File: src/rtl/cdc_pkg.sv
package cdc_pkg;
  typedef enum logic [1:0] {
    PH_IDLE  = 2'd0,
    PH_START = 2'd1,
    PH_BIT   = 2'd2,
    PH_STOP  = 2'd3
  } eng_ph_t;

  localparam int unsigned BYTE_W  = 8;
  localparam int unsigned N_BYTES = 3;
  localparam int unsigned FRAME_W = BYTE_W * N_BYTES;
  localparam int unsigned REG_W   = 7;
  localparam int unsigned VAL_W   = 9;
endpackage

File: src/rtl/cdc_qtick.sv
module cdc_qtick #(
  parameter int unsigned QTR_CYCLES = 5
) (
  input  logic clk,
  input  logic rst_n,
  input  logic en,
  output logic tick
);
  localparam int unsigned CW = (QTR_CYCLES > 1) ? $clog2(QTR_CYCLES) : 1;
  localparam logic [CW-1:0] LAST = CW'(QTR_CYCLES - 1);

  logic [CW-1:0] cnt;

  always_ff @(posedge clk) begin
    if (!rst_n || !en) cnt <= '0;
    else if (cnt == LAST) cnt <= '0;
    else cnt <= cnt + CW'(1);
  end

  assign tick = en && (cnt == LAST);
endmodule

File: src/rtl/cdc_cmd_reg.sv
module cdc_cmd_reg
  import cdc_pkg::*;
#(
  parameter logic [6:0] DEV_ADDR = 7'h1A
) (
  input  logic               clk,
  input  logic               rst_n,
  input  logic               we,
  input  logic [31:0]        word,
  output logic [FRAME_W-1:0] frame
);
  localparam int unsigned PAY_W = REG_W + VAL_W;

  logic [PAY_W-1:0] payload;

  always_ff @(posedge clk) begin
    if (!rst_n) payload <= '0;
    else if (we) payload <= word[31 -: PAY_W];
  end

  // device byte with write bit 0, then {reg, val[8]}, then val[7:0]
  assign frame = {DEV_ADDR, 1'b0, payload};
endmodule

File: src/rtl/cdc_engine.sv
module cdc_engine
  import cdc_pkg::*;
(
  input  logic               clk,
  input  logic               rst_n,
  input  logic               launch,
  input  logic               tick,
  input  logic [FRAME_W-1:0] frame,
  input  logic               sda_i,
  output logic               busy,
  output logic               abort,
  output logic               scl,
  output logic               sda,
  output logic               data_phase
);
  eng_ph_t            ph;
  logic [1:0]         q;
  logic [3:0]         bitn;
  logic [1:0]         byten;
  logic [FRAME_W-1:0] sh;
  logic               nack;

  localparam logic [3:0] ACK_BIT   = 4'(BYTE_W);
  localparam logic [1:0] LAST_BYTE = 2'(N_BYTES - 1);

  always_ff @(posedge clk) begin
    if (!rst_n) begin
      ph    <= PH_IDLE;
      q     <= '0;
      bitn  <= '0;
      byten <= '0;
      sh    <= '0;
      nack  <= 1'b0;
      busy  <= 1'b0;
      abort <= 1'b0;
      scl   <= 1'b1;
      sda   <= 1'b1;
    end else if (ph == PH_IDLE) begin
      if (launch) begin
        ph    <= PH_START;
        q     <= '0;
        sh    <= frame;
        byten <= '0;
        nack  <= 1'b0;
        busy  <= 1'b1;
        abort <= 1'b0;
      end
    end else if (tick) begin
      q <= q + 2'd1;
      unique case (ph)
        PH_START: begin
          if (q == 2'd0) sda <= 1'b0;
          if (q == 2'd2) scl <= 1'b0;
          if (q == 2'd3) begin
            ph   <= PH_BIT;
            bitn <= '0;
          end
        end
        PH_BIT: begin
          unique case (q)
            2'd0: sda <= (bitn == ACK_BIT) ? 1'b1 : sh[FRAME_W-1];
            2'd1: scl <= 1'b1;
            2'd2: if (bitn == ACK_BIT) nack <= sda_i;
            default: begin
              scl <= 1'b0;
              if (bitn != ACK_BIT) begin
                sh   <= sh << 1;
                bitn <= bitn + 4'd1;
              end else if (nack || byten == LAST_BYTE) begin
                ph <= PH_STOP;
              end else begin
                byten <= byten + 2'd1;
                bitn  <= '0;
              end
            end
          endcase
        end
        PH_STOP: begin
          if (q == 2'd0) sda <= 1'b0;
          if (q == 2'd1) scl <= 1'b1;
          if (q == 2'd2) sda <= 1'b1;
          if (q == 2'd3) begin
            ph    <= PH_IDLE;
            busy  <= 1'b0;
            abort <= nack;
          end
        end
        default: ph <= PH_IDLE;
      endcase
    end
  end

  assign data_phase = (ph == PH_BIT);
endmodule

File: src/rtl/codec_i2c_wr.sv
module codec_i2c_wr
  import cdc_pkg::*;
#(
  parameter logic [6:0]  DEV_ADDR   = 7'h1A,
  parameter int unsigned QTR_CYCLES = 5
) (
  input  logic        clk,
  input  logic        rst_n,
  input  logic        cmd_we,
  input  logic [31:0] cmd_word,
  input  logic        ctl_we,
  input  logic        ctl_go,
  input  logic        ctl_final,
  input  logic        ctl_devph,
  output logic        flag_go,
  output logic        flag_abort,
  output logic        scl_o,
  output logic        sda_o,
  input  logic        sda_i
);
  logic [FRAME_W-1:0] frame;
  logic               tick;
  logic               launch;
  logic               data_phase;

  assign launch = ctl_we && ctl_go && ctl_final && ctl_devph && !flag_go;

  cdc_cmd_reg #(.DEV_ADDR(DEV_ADDR)) u_cmd (
    .clk   (clk),
    .rst_n (rst_n),
    .we    (cmd_we),
    .word  (cmd_word),
    .frame (frame)
  );

  cdc_qtick #(.QTR_CYCLES(QTR_CYCLES)) u_tick (
    .clk   (clk),
    .rst_n (rst_n),
    .en    (flag_go),
    .tick  (tick)
  );

  cdc_engine u_eng (
    .clk        (clk),
    .rst_n      (rst_n),
    .launch     (launch),
    .tick       (tick),
    .frame      (frame),
    .sda_i      (sda_i),
    .busy       (flag_go),
    .abort      (flag_abort),
    .scl        (scl_o),
    .sda        (sda_o),
    .data_phase (data_phase)
  );
endmodule

File: config.mk
export PLATFORM = sky130hd
export DESIGN_NAME = codec_i2c_wr
export DESIGN_NICKNAME = d
export VERILOG_FILES = /design/src/rtl/cdc_pkg.sv /design/src/rtl/cdc_qtick.sv /design/src/rtl/cdc_cmd_reg.sv /design/src/rtl/cdc_engine.sv /design/src/rtl/codec_i2c_wr.sv
export SDC_FILE = /design/constraint.sdc
export NUM_CORES = 1
export LEC_CHECK = 0
export BUFFER_PORTS_ARGS = -buffer_cell sky130_fd_sc_hd__buf_4
export CAP_MARGIN = 20
export CELL_PAD_IN_SITES_DETAIL_PLACEMENT = 1
export CELL_PAD_IN_SITES_GLOBAL_PLACEMENT = 2
export CORE_MARGIN = 3
export CORE_UTILIZATION = 35
export DETAILED_ROUTE_END_ITERATION = 10
export GPL_TIMING_DRIVEN = 0
export MAX_ROUTING_LAYER = met4
export PLACE_DENSITY = 0.76
export SKIP_LAST_GASP = 1
export SYNTH_ARGS = -nofsm -noshare
export SYNTH_HDL_FRONTEND = slang
export SYNTH_SLANG_ARGS = --single-unit
export TNS_END_PERCENT = 20
File: constraint.sdc
create_clock -name clk -period 2.36 [get_ports clk]
set_clock_uncertainty 0.15 [all_clocks]
set_input_delay 0.236 -clock clk [delete_from_list [all_inputs] [get_ports clk]]
set_output_delay 0.236 -clock clk [all_outputs]
set_load 0.1 [all_outputs]
==> impl_metrics.ini <==
[detailed_routing]
wirelength_um = 7310
route.vias.total = 2331
routedWlPerCell_um = 15.9
via_per_inst = 5.08
drc = 0
dr.pass1.iters = 4
antenna_left = 0
drt-initial-drc-count = 85

[timing]
setup_tns_ns = 0
holdWs_ns = 0.00828
slew_headroom = 0.503
max_freq_mhz = 430
finalMaxSlewViolations = 0
period_needed_ns = 2.32
finalHoldViolations = 0
setup_slack_ns = 0.0355
tightest_slew_ns = 0.745
rsz0062_at_grt = true
finalSetupViolCount = 0
period_share = 0.985

[power]
leakage_nw = 1.40
p_per_area_mw_per_mm2 = 583
fin_total_pwr_mw = 2.05
vdd_drop_max_v = 0.000402

[yosys]
synth_top_area_frac = 0.405
syn_inst = 300
syn_area_per_cell_um2 = 9.56
ys.flop_type = dfxtp_1
yosysTopAreaCell = dfxtp_1
synth_edf_count = 0
syn_area_mm2 = 0.00287
yosysWarnings = 0
yosys.cell_types.count = 40
synthTopCellsByArea = dfxtp_1 (40%), mux2i_1 (13%), a211oi_2 (7.9%)
syn_nets = 353
ys_seq_elements = 58
synthArstFlopShare = 0
seq_area_frac_synth = 0.405

[placement]
post-place-ws_ns = -0.0777
hpwl_um = 5240
place.gp.congestion = 0.789
placed_area_mm2 = 0.00319
port-buffer-count = 26
dpl.cell_count = 428

[critical_path]
cp-start-kind = register
worstPathRequired_ns = 2.47
worst-r2r-cell-count = 10
crit_fanout = 10
reg2reg_to = u_eng.sh[22]
r2r_start = u_eng.ph[0]
worstPathArrival_ns = 2.44
path_class = register to register
cp-end-kind = register
ff2ff_setup_slack_ns = 0.04

[final_layout]
fin_cells = 459
postLayoutCellArea_mm2 = 0.00351
n_antenna_cell = 0
area_growth_syn_to_layout_pct = 22.6
num-nets-final = 405
drive_gt1_frac = 0.213
fin_util = 0.448

[global_routing]
grt_max_degree = 11
grt_pass1_vias = 2444
grt_pass1_wl_um = 12300
grt_usage = 0.178
grt_overflow = 0
grt_antenna_before_repair = 0

[die]
dieArea_mm2 = 0.00932
die_h_um = 96.5
io_pins = 44
coreArea_mm2 = 0.00785
rows = 32
start_util = 0.365
die_x_um = 96.5

[clock_tree]
htreeDepth = 3
cts_root_buf = clkbuf_8
cts.sinks = 58
clk_latency_ns = 0.34
cts.clk_slew.worst_paths_ns = 0.07
numCtsBuffers = 9
clockBufferDepth = 2
cts_tree = done

[min_path]
hold_depth = 3
hp-class = input port to register
min_to = u_cmd.payload[7]
min-delay-start = cmd_word[23]

[status]
status = complete, no violations

[job]
cap_violations = 0
[how the worst max path moves through the flow]
stage	to	slack (ns)	start	cells after the start
final	u_eng.sh[22]	0.04	u_eng.ph[0]	10
after global routing	u_eng.byten[1]	-0.16	u_eng.ph[0]	7
after CTS	u_eng.byten[1]	-0.03	u_eng.ph[0]	8
after detailed placement	u_eng.sh[11]	-0.08	u_eng.ph[0]	9
after global placement	u_eng.sh[7]	-0.004	u_eng.ph[0]	9
after floorplan	u_eng.sh[10]	0.02	u_eng.busy	6
[critical path: stages (launching register included)]
cell	delay (ns)
dfxtp_1	0.36
inv_1	0.09
ha_1	0.20
buf_4	0.17
and4b_1	0.26
buf_6	0.13
a31o_1	0.21
and2_4	0.18
buf_6	0.13
buf_6	0.17
mux2i_1	0.20
[registers in the layout (all words and copies together), names as in the netlist, 2 cells and up]
signal and flops:
u_eng.sh 24, u_eng.byten 2, u_eng.bitn 4, u_eng.q 2, u_cmd.payload 16, u_tick.cnt 3
u_eng.ph 2
[kinds of logic after synthesis]
family                     Yosys count  synth area share
DFF                                 58             0.405
muxes                               39             0.137
buffers and inverters               36            0.0615
AOI/OAI and AO/OA                   77             0.200
and+or+nand+nor                     77             0.140
adders and majority gates           13            0.0567
[synthesized netlist by cell type (3+ instances only)]
library cell / instances
nand3_1: 9
nand2_1: 16
nor2_1: 27
o21a_1: 3
clkbuf_1: 11
o21ai_0: 11
buf_2: 3
or3_1: 5
a21oi_1: 30
a31oi_1: 3
a211oi_2: 18
dfxtp_1: 58
mux2i_1: 38
buf_6: 4
nand3b_1: 6
inv_1: 13
ha_1: 13
[layer usage]
layer / vias to the layer above / GRT usage / routed length, um
met5: - / - / 0
met4: 0 / 0.0491 / 91
met3: 11 / 0.0426 / 181
met2: 25 / 0.291 / 3510
met1: 1117 / 0.219 / 3530
li1: 1178 / - / -
[cells in the final DEF (no fill, tap or decap), drive strengths merged, types with 7 or more instances in the layout]
cell type / n
a211oi: 19
a21oi: 30
buf: 39
clkbuf: 22
dfxtp: 58
dlygate4sd3: 13
ha: 13
inv: 13
mux2i: 38
nand2: 16
nand3: 9
nand3b: 7
nor2: 27
o21ai: 11
[report_power, final]
group          internal [mW]  switching (mW)
Sequential              1.01          0.0183
Combinational         0.0965           0.109
Clock                  0.404           0.414
[what timing repair did]
item / 4_1_cts / 5_1_grt
hold endpoints to repair: 13 / 0
resized for setup: 1 / 1
setup endpoints to repair: 12 / 31
gates cloned: 0 / 0
hold buffers: 13 / 0
buffers inserted: 0 / 2
[area by class of cell]
cell class,instances,area (um^2)
buffer,22,125
clock inverter,5,30.0
inverter,14,52.6
sequential,58,1160
multi-input combinational,206,1540
timing repair buffer,41,340
fill,906,4330
tap,102,128
clock buffer,11,141
(Power assumes the default switching activity.)
